**src/rtl/cstate_shrink_pkg.sv**
```systemverilog
package cstate_shrink_pkg;

    typedef enum logic [2:0] {
        MODE_RUN    = 3'd0,
        MODE_SHRINK = 3'd1,
        MODE_HOLD   = 3'd2,
        MODE_DEEP   = 3'd3,
        MODE_WAKE   = 3'd4
    } mode_e;

    localparam int unsigned LVL_W = 3;

    localparam logic [LVL_W-1:0] LVL_C3  = 3'd3;
    localparam logic [LVL_W-1:0] LVL_C4  = 3'd4;
    localparam logic [LVL_W-1:0] LVL_DC4 = 3'd5;

endpackage

```
**src/rtl/cstate_min_resolve.sv**
```systemverilog
module cstate_min_resolve
    import cstate_shrink_pkg::*;
#(
    parameter int unsigned NUM_CORES = 2
) (
    input  logic [NUM_CORES*LVL_W-1:0] req_i,
    output logic [LVL_W-1:0]           min_o
);

    logic [LVL_W-1:0] clamped [NUM_CORES];

    for (genvar c = 0; c < NUM_CORES; c++) begin : g_clamp
        logic [LVL_W-1:0] raw;
        assign raw        = req_i[c*LVL_W +: LVL_W];
        assign clamped[c] = (raw > LVL_C4) ? LVL_C4 : raw;
    end

    always_comb begin
        min_o = LVL_C4;
        for (int c = 0; c < NUM_CORES; c++) begin
            if (clamped[c] < min_o) begin
                min_o = clamped[c];
            end
        end
    end

endmodule

```
**src/rtl/cstate_way_pick.sv**
```systemverilog
module cstate_way_pick #(
    parameter int unsigned NUM_WAYS = 8,
    localparam int unsigned IDX_W   = (NUM_WAYS > 1) ? $clog2(NUM_WAYS) : 1
) (
    input  logic [NUM_WAYS-1:0] avail_i,
    output logic                found_o,
    output logic [IDX_W-1:0]    idx_o
);

    always_comb begin
        found_o = 1'b0;
        idx_o   = '0;
        for (int w = 0; w < NUM_WAYS; w++) begin
            if (avail_i[w]) begin
                found_o = 1'b1;
                idx_o   = IDX_W'(w);
            end
        end
    end

endmodule

```
**src/rtl/cstate_shrink_ctrl.sv**
```systemverilog
module cstate_shrink_ctrl
    import cstate_shrink_pkg::*;
#(
    parameter int unsigned NUM_CORES     = 2,
    parameter int unsigned NUM_WAYS      = 8,
    parameter int unsigned SHRINK_STEP   = 2,
    parameter int unsigned MIN_EXIT_WAYS = 2,
    parameter int unsigned WAKE_CYCLES   = 3
) (
    input  logic                         clk,
    input  logic                         rst_n,
    input  logic [NUM_CORES*LVL_W-1:0]   core_req_i,
    input  logic [NUM_WAYS-1:0]          flush_done_i,
    output logic [LVL_W-1:0]             pkg_state_o,
    output logic [NUM_WAYS-1:0]          flush_req_o,
    output logic [NUM_WAYS-1:0]          way_gate_o,
    output logic                         deep_o,
    output logic                         snoop_mem_o
);

    localparam int unsigned IDX_W  = (NUM_WAYS > 1) ? $clog2(NUM_WAYS) : 1;
    localparam int unsigned STEP_W = $clog2(SHRINK_STEP + 1);
    localparam int unsigned WAKE_W = (WAKE_CYCLES > 1) ? $clog2(WAKE_CYCLES) : 1;
    localparam logic [NUM_WAYS-1:0] EXIT_MASK = NUM_WAYS'((64'd1 << MIN_EXIT_WAYS) - 64'd1);
    localparam logic [STEP_W-1:0]   STEP_LAST = STEP_W'(SHRINK_STEP);
    localparam logic [WAKE_W-1:0]   WAKE_LAST = WAKE_W'(WAKE_CYCLES - 1);

    typedef struct packed {
        mode_e               mode;
        logic [LVL_W-1:0]    pkg;
        logic [IDX_W-1:0]    cur;
        logic [STEP_W-1:0]   step;
        logic [WAKE_W-1:0]   wcnt;
        logic [NUM_WAYS-1:0] flush;
        logic [NUM_WAYS-1:0] gate;
        logic                deep;
        logic                snoop;
    } ctrl_t;

    ctrl_t s_d, s_q;

    logic [LVL_W-1:0]    min_req;
    logic                shallow;
    logic [LVL_W-1:0]    capped;
    logic                cur_done;
    logic [NUM_WAYS-1:0] gate_after;
    logic                pick_found;
    logic [IDX_W-1:0]    pick_idx;
    logic [STEP_W-1:0]   step_inc;

    cstate_min_resolve #(.NUM_CORES(NUM_CORES)) u_resolve (
        .req_i (core_req_i),
        .min_o (min_req)
    );

    assign shallow    = (min_req < LVL_C4);
    assign capped     = shallow ? min_req : LVL_C3;
    assign cur_done   = (s_q.mode == MODE_SHRINK) && flush_done_i[s_q.cur];
    assign gate_after = s_q.gate | (cur_done ? (NUM_WAYS'(1) << s_q.cur) : '0);
    assign step_inc   = s_q.step + 1'b1;

    cstate_way_pick #(.NUM_WAYS(NUM_WAYS)) u_pick (
        .avail_i (~gate_after),
        .found_o (pick_found),
        .idx_o   (pick_idx)
    );

    always_comb begin
        s_d = s_q;
        unique case (s_q.mode)
            MODE_RUN: begin
                if (shallow) begin
                    s_d.pkg = min_req;
                end else if (pick_found) begin
                    s_d.mode  = MODE_SHRINK;
                    s_d.pkg   = LVL_C4;
                    s_d.cur   = pick_idx;
                    s_d.step  = '0;
                    s_d.flush = NUM_WAYS'(1) << pick_idx;
                end else begin
                    s_d.mode  = MODE_DEEP;
                    s_d.pkg   = LVL_DC4;
                    s_d.deep  = 1'b1;
                    s_d.snoop = 1'b1;
                end
            end
            MODE_SHRINK: begin
                if (cur_done) begin
                    s_d.gate  = gate_after;
                    s_d.flush = '0;
                    s_d.step  = step_inc;
                    if (shallow) begin
                        s_d.mode = MODE_RUN;
                        s_d.pkg  = min_req;
                    end else if (!pick_found) begin
                        s_d.mode  = MODE_DEEP;
                        s_d.pkg   = LVL_DC4;
                        s_d.deep  = 1'b1;
                        s_d.snoop = 1'b1;
                    end else if (step_inc == STEP_LAST) begin
                        s_d.mode = MODE_HOLD;
                    end else begin
                        s_d.cur   = pick_idx;
                        s_d.flush = NUM_WAYS'(1) << pick_idx;
                    end
                end
            end
            MODE_HOLD: begin
                if (shallow) begin
                    s_d.mode = MODE_RUN;
                    s_d.pkg  = min_req;
                end
            end
            MODE_DEEP: begin
                if (shallow) begin
                    s_d.mode = MODE_WAKE;
                    s_d.pkg  = min_req;
                    s_d.gate = s_q.gate & ~EXIT_MASK;
                    s_d.deep = 1'b0;
                    s_d.wcnt = '0;
                end
            end
            MODE_WAKE: begin
                s_d.pkg = capped;
                if (s_q.wcnt == WAKE_LAST) begin
                    s_d.mode  = MODE_RUN;
                    s_d.snoop = 1'b0;
                end else begin
                    s_d.wcnt = s_q.wcnt + 1'b1;
                end
            end
            default: begin
                s_d.mode = MODE_RUN;
            end
        endcase
    end

    always_ff @(posedge clk or negedge rst_n) begin
        if (!rst_n) begin
            s_q.mode  <= MODE_RUN;
            s_q.pkg   <= '0;
            s_q.cur   <= '0;
            s_q.step  <= '0;
            s_q.wcnt  <= '0;
            s_q.flush <= '0;
            s_q.gate  <= '0;
            s_q.deep  <= 1'b0;
            s_q.snoop <= 1'b0;
        end else begin
            s_q <= s_d;
        end
    end

    assign pkg_state_o = s_q.pkg;
    assign flush_req_o = s_q.flush;
    assign way_gate_o  = s_q.gate;
    assign deep_o      = s_q.deep;
    assign snoop_mem_o = s_q.snoop;

endmodule

```
**config.mk**
```make
export PLATFORM = sky130hd
export DESIGN_NAME = cstate_shrink_ctrl
export DESIGN_NICKNAME = d
export VERILOG_FILES = /design/src/rtl/cstate_shrink_pkg.sv /design/src/rtl/cstate_min_resolve.sv /design/src/rtl/cstate_way_pick.sv /design/src/rtl/cstate_shrink_ctrl.sv
export SDC_FILE = /design/constraint.sdc
export NUM_CORES = 1
export LEC_CHECK = 0
export BUFFER_PORTS_ARGS = -buffer_cell sky130_fd_sc_hd__buf_2
export CAP_MARGIN = 20
export CORE_MARGIN = 10
export CORE_UTILIZATION = 50
export DETAILED_ROUTE_END_ITERATION = 12
export PLACE_DENSITY = 0.74
export SLEW_MARGIN = 20
export SYNTH_ARGS = -nofsm -noshare
export SYNTH_HDL_FRONTEND = slang
export SYNTH_SLANG_ARGS = --single-unit
```
**constraint.sdc**
```tcl
create_clock -name clk -period 2.35 [get_ports clk]
set_input_delay 0.705 -clock clk [delete_from_list [all_inputs] [get_ports clk]]
set_output_delay 0.705 -clock clk [all_outputs]
set_load 0.005 [all_outputs]
```
==> flow_metrics.py, run 1 <==
metrics = {
    "status": {
        "outcome": "finished, violations left",
        "violations": "negative setup slack",
    },
    "synth": {
        "synth_edf_count": 0,
        "synth.most_common_cell": "dfrtp_1",
        "synth-simple-area-share": 0.200,
        "ys_seq_elements": 31,
        "netlist.area_leader.share": 0.380,
        "syn_inst": 220,
        "synthAdderAreaFrac": 0.0245,
        "synth_area_leaders": "dfrtp_1 (38%), buf_4 (7.4%), nand2_1 (3.3%)",
        "synth_mux_area_frac": 0.0417,
        "ys_types": 53,
        "synth_area_sq_mm": 0.00204,
        "synth_commonest_cells": "dfrtp_1 (31), buf_4 (20), nand2_1 (18), nor2_1 (13), o21ai_0 (11)",
        "synth_nets": 240,
        "synth_top_area_cell": "dfrtp_1",
        "synth_compound_area_frac": 0.250,
        "synth_warnings": 0,
        "synth-main-ff-cell": "dfrtp_1",
        "synth_xor_area_frac": 0,
        "avgSynthCellArea_sq_um": 9.28,
        "synth_top_family_by_area": "compound AO/OA/AOI/OAI gates",
        "ys_seq_area_frac": 0.380,
        "synth-async-reset-ratio": 1.00,
    },
    "die": {
        "die_h_um": 83.9,
        "die_area_sq_mm": 0.00704,
        "num_rows": 23,
        "ios": 37,
        "core-area_sq_mm": 0.00397,
        "start_util": 0.514,
        "die_width_um": 83.9,
    },
    "cts": {
        "cts_tree": "yes",
        "clkLatencyLatePin_ps": 290,
        "cts_buffer_depth": 2,
        "cts_root_buf": "clkbuf_8",
        "cts-buffers-inserted": 5,
        "clk_pin_slew_ps": 60,
        "holdBufCountCts": 0,
        "cts_sinks": 31,
        "h-tree-depth": 2,
    },
    "global_routing": {
        "grt_max_degree": 32,
        "grt_pass1_wl_um": 8910,
        "antenna_found_initial": 0,
        "first_global_vias": 2029,
        "grt.total_usage": 0.149,
        "grt-ovfl-total": 0,
    },
    "job": {
        "maxCapViolations": 0,
    },
    "critical_path": {
        "cpMostUsedCell": "buf_4",
        "start_kind": "flip-flop",
        "critical_path_required_ps": 2570,
        "r2r-start": "s_q[23]",
        "cpMaxStageDelayCell": "dfrtp_2",
        "cp_max_fo": 8,
        "cp-endpoint": "s_q[28]",
        "worstSetupEndpointType": "flip-flop",
        "r2r_slack_ps": -100,
        "ff2ff_path_depth": 9,
        "crit_buf_inv": 2,
        "cp_top_family": "compound AO/OA/AOI/OAI gates",
        "crit_start": "s_q[23]",
        "rr_endpoint": "s_q[28]",
        "critical_path.max_stage_delay_ps": 520,
        "path_cells": "buf_4 > nand2_1 > o41ai_4 > o211a_1 > nor3b_4 > buf_4 > nand2_4 > a2111oi_4 > a21o_1",
        "worstSetupPathType": "flip-flop to flip-flop",
        "worstPathArrival_ps": 2670,
        "cp.depth": 9,
    },
    "cells_and_area": {
        "n_antenna_cell": 0,
        "drive_gt1_frac": 0.490,
        "nets": 317,
        "area_growth_pct": 42.1,
        "fin_area_sq_mm": 0.00290,
        "n_fill_cell": 284,
    },
    "power": {
        "intPower_mw": 2.34,
        "power_frac_seq": 0.241,
        "power_density_mw_per_mm2": 1380,
        "p_sw_frac": 0.415,
        "pwr-share-clk": 0.136,
        "power_switching_mw": 1.66,
        "leakagePower_nw": 1.43,
        "combPwrFrac": 0.623,
        "total_power_mw": 4.00,
        "vdd_drop_max_mv": 0.674,
    },
    "place": {
        "portBuffers": 36,
        "place_area_sq_mm": 0.00252,
        "gp_congestion": 0.810,
        "preCtsSetupSlack_ps": -279,
        "dp_hpwl_um": 3940,
    },
    "worst_hold_path": {
        "min_path_type": "input pin to asynchronous set/reset pin",
    },
    "drt": {
        "via_count": 1986,
        "vias_per_cell": 5.71,
        "routed_wl_um": 5620,
        "drtIter0Drc": 110,
        "ant_nets": 0,
        "wl_per_cell_um": 16.1,
        "firstDrtPassIters": 4,
        "drcViolationCount": 0,
    },
    "sta": {
        "slew_violations": 0,
        "hold_viol": 0,
        "post-route-period-util": 1.04,
        "rsz0062_at_grt": "yes",
        "fmax_ghz": 0.408,
        "slew_headroom": 0.537,
        "skew_ps": 5.47,
        "fin_ws_ps": -99.7,
        "setup_viol": 15,
        "fin_setup_tns_ps": -814,
        "hold_ws_ps": 461,
        "tightest_slew_ps": 695,
        "period_minus_slack_ps": 2450,
    },
}
==> cells by family after synthesis <==
| kind of cell | after synthesis |
|---|---|
| simple gates | 74 |
| compound gates | 67 |
| flops | 31 |
| mux | 8 |
| buf+inv | 36 |
| fa+ha+maj | 4 |
==> state kept, by name, summed over array words and instances (netlist names) <==
| register | count |
|---|---|
| deep_o | 1 |
| snoop_mem_o | 1 |
| pkg_state_o | 3 |
| s_q | 10 |
| way_gate_o | 8 |
| flush_req_o | 8 |
==> cell type report <==
class | instances | area [sq um] | share of cell area
Clock buffer | 6 | 82.6 | 0.0285
Clock inverter | 2 | 35.0 | 0.0121
Inverter | 9 | 33.8 | 0.0116
Multi-Input combinational cell | 153 | 1250 | 0.432
Sequential cell | 31 | 778 | 0.268
Tap cell | 50 | 62.6 | 0.0216
Timing Repair Buffer | 97 | 657 | 0.226
==> worst min-delay path by stage <==
stage | slack (ps) | start | to | cells after the start
2_1_floorplan | 410 | rst_n | deep_o | 0
3_3_place_gp | 450 | pkg_state_o[2] | pkg_state_o[2] | 1
3_5_place_dp | 460 | pkg_state_o[2] | pkg_state_o[2] | 1
4_1_cts | 480 | pkg_state_o[2] | pkg_state_o[2] | 1
5_1_grt | 500 | pkg_state_o[2] | pkg_state_o[2] | 1
6_report | 460 | rst_n | way_gate_o[3] | 1
==> power groups by stage <==
stage	combinational (mW)	clock, mW	sequential (mW)
2_1_floorplan	1.38	0	0.894
5_1_grt	2.69	0.571	0.998
3_3_place_gp	2.04	0	0.937
3_5_place_dp	2.08	0	0.947
4_1_cts	2.30	0.551	0.949
6_report	2.49	0.542	0.964
==> placed cells by master (no fill, tap or decap), types with 4 or more instances in the layout <==
cell type,n
a31oi_1,6
o21ai_1,4
a21oi_1,6
clkbuf_8,6
buf_6,5
dfrtp_1,29
ha_1,4
nand2_1,15
nand2b_1,5
nor2b_1,6
and2_1,6
inv_1,9
a41o_1,4
buf_2,36
o21ai_0,5
nand3_1,5
buf_4,56
nor2_1,12
a21o_1,5
==> routing by layer <==
layer | vias to the layer above | part of all wire | track usage
met2 | 53 | 0.49 | 0.257
li1 | 955 | - | -
met3 | 16 | 0.059 | 0.0400
met1 | 962 | 0.42 | 0.164
met4 | 0 | 0.030 | 0.0700
met5 | - | 0 | 0
==> stage by stage <==
step	instances	utilization
floorplan	220	-
global placement	330	0.634
detailed placement	330	0.634
CTS	344	0.701
global route	348	0.731
finish	348	0.731
==> repair_timing <==
item / 4_1_cts / 5_1_grt
buffers inserted: 6 / 4
pin swaps: 13 / 8
resized for setup: 17 / 23
setup endpoints to repair: 17 / 18
(Power assumes the default switching activity.)
==> run 2, diff against run 1 <==
Settings changed: SKIP_CTS_REPAIR_TIMING from default to 1.
==> run 2 against run 1 <==
Against the previous run: the flow still finishes with violations (negative setup slack); design area fell by 1.3%; register-to-register slack got worse by 30 ps; sequential share of layout area rose by 0.31 points; die area did not move; hold slack improved by 4.7 ps; setup slack got worse by 31 ps; critical path depth did not move; cell count fell by 1.1%; clock-buffer cell count did not move; non-clock buffer count fell by 4; total power fell by 0.80%.
==> flow_metrics.py, run 2 (synthesized netlist as in run 1, its figures left out) <==
metrics = {
    "cells_and_area": {
        "register_area_sq_um": 777,
        "nets": 313,
        "drive_gt1_frac": 0.466,
        "fin_area_sq_mm": 0.00286,
        "fin_cells": 344,
        "top_register": "s_q",
        "multiInputGateArea_sq_mm": 0.00124,
        "n_antenna_cell": 0,
        "layout_commonest_cell": "buf_4",
        "largest_register_ffs": 10,
        "area_growth_pct": 40.3,
        "layout_common_cells": "buf_4 (51), buf_2 (36), dfrtp_1 (30)",
        "n_fill_cell": 291,
    },
    "place": {
        "place_area_sq_mm": 0.00252,
        "placed_cells": 330,
        "dp_hpwl_um": 3940,
        "portBuffers": 36,
        "gp_congestion": 0.810,
    },
    "power": {
        "p_sw_frac": 0.416,
        "power_frac_seq": 0.242,
        "power_switching_mw": 1.65,
        "vdd_drop_max_mv": 0.675,
        "pwr-share-clk": 0.137,
        "intPower_mw": 2.32,
        "power_density_mw_per_mm2": 1390,
        "leakagePower_nw": 1.40,
        "combPwrFrac": 0.621,
        "total_power_mw": 3.97,
    },
    "die": {
        "core-area_sq_mm": 0.00397,
        "start_util": 0.514,
        "die_h_um": 83.9,
        "ios": 37,
        "num_rows": 23,
        "die_area_sq_mm": 0.00704,
        "die_width_um": 83.9,
    },
    "critical_path": {
        "ff2ff_path_depth": 9,
        "rr_endpoint": "s_q[24]",
        "worstSetupPathType": "flip-flop to flip-flop",
        "cpMostUsedCell": "buf_4",
        "worstSetupEndpointType": "flip-flop",
        "critical_path.max_stage_delay_ps": 510,
        "worstPathArrival_ps": 2660,
        "cp.depth": 9,
        "path_cells": "mux2i_2 > buf_4 > a22oi_2 > nand2_1 > o21ai_1 > nand3_1 > or2_2 > buf_4 > a21o_1",
        "critical_path_required_ps": 2530,
        "cpMaxStageDelayCell": "dfrtp_2",
        "r2r-start": "s_q[23]",
        "cp-endpoint": "s_q[24]",
        "crit_start": "s_q[23]",
        "cp_max_fo": 8,
        "cp_top_family": "simple AND/OR/NAND/NOR gates",
        "r2r_slack_ps": -130,
        "start_kind": "flip-flop",
        "crit_buf_inv": 2,
    },
    "cts": {
        "cts_buffer_depth": 2,
        "clk_pin_slew_ps": 70,
        "clkLatencyLatePin_ps": 290,
        "cts_tree": "yes",
        "cts_root_buf": "clkbuf_8",
        "cts-buffers-inserted": 5,
        "h-tree-depth": 2,
        "cts_sinks": 31,
    },
    "sta": {
        "skew_ps": 6.90,
        "period_minus_slack_ps": 2480,
        "slew_violations": 0,
        "setup_viol": 14,
        "hold_viol": 0,
        "fin_setup_tns_ps": -900,
        "fmax_ghz": 0.403,
        "slew_headroom": 0.534,
        "rsz0062_at_grt": "yes",
        "fin_ws_ps": -131,
        "tightest_slew_ps": 699,
        "post-route-period-util": 1.06,
    },
    "drt": {
        "wl_per_cell_um": 16.3,
        "via_count": 1983,
        "drtIter0Drc": 104,
        "drcViolationCount": 0,
        "firstDrtPassIters": 4,
        "ant_nets": 0,
        "vias_per_cell": 5.76,
        "routed_wl_um": 5610,
    },
    "status": {
        "violations": "negative setup slack",
        "outcome": "finished, violations left",
    },
    "global_routing": {
        "antenna_found_initial": 0,
        "grt.total_usage": 0.139,
        "grt_pass1_wl_um": 8360,
        "first_global_vias": 1895,
        "grt_max_degree": 32,
        "grt-ovfl-total": 0,
    },
    "job": {
        "maxCapViolations": 0,
    },
    "worst_hold_path": {
        "min_path_type": "input pin to asynchronous set/reset pin",
    },
}
[run 2: cell types whose count changed in the layout (fill, tap and decap cells not counted), moves of 2 or more]
cell	delta
o21ai_0	+2
nand2_2	-2
nand2_1	+3
buf_4	-5
o21ai_1	-2
[run 2: routing by layer]
metal  up-vias  global-route usage  wire length [um]
met2        60               0.234              2790
met4         0              0.0609               120
met1       964               0.159              2370
met3        12              0.0400               328
met5         -                   0                 0
li1        947                   -                 -
[run 2: layout make-up]
| type | instances | area share |
|---|---|---|
| Clock inverter | 2 | 0.0122 |
| Inverter | 9 | 0.0118 |
| Tap cell | 50 | 0.0218 |
| Timing Repair Buffer | 93 | 0.220 |
| Sequential cell | 31 | 0.271 |
| Clock buffer | 6 | 0.0288 |
| Multi-Input combinational cell | 153 | 0.434 |
[run 2: power by group through the flow]
stage | clock (mW) | combinational, mW | sequential, mW
floorplan | 0 | 1.38 | 0.894
global route | 0.573 | 2.66 | 0.990
detailed placement | 0 | 2.08 | 0.947
CTS | 0.551 | 2.09 | 0.936
finish | 0.543 | 2.47 | 0.960
global placement | 0 | 2.04 | 0.937
[run 2: how the worst min path moves through the flow]
stage / startpoint / to / slack [ps] / cells past startpoint
final: rst_n / pkg_state_o[0] / 470 / 1
after global routing: pkg_state_o[2] / pkg_state_o[2] / 500 / 1
after CTS: pkg_state_o[2] / pkg_state_o[2] / 480 / 1
after detailed placement: pkg_state_o[2] / pkg_state_o[2] / 460 / 1
after global placement: pkg_state_o[2] / pkg_state_o[2] / 450 / 1
after floorplan: rst_n / deep_o / 410 / 0
[run 2: through the flow]
step | util | setup slack (ps) | hold WS, ps
3_5_place_dp | 0.634 | -279 | 464
3_3_place_gp | 0.634 | -277 | 455
6_report | 0.721 | -131 | 466
4_1_cts | 0.663 | -150 | 477
5_1_grt | 0.721 | -224 | 496
2_1_floorplan | - | -41.4 | 409
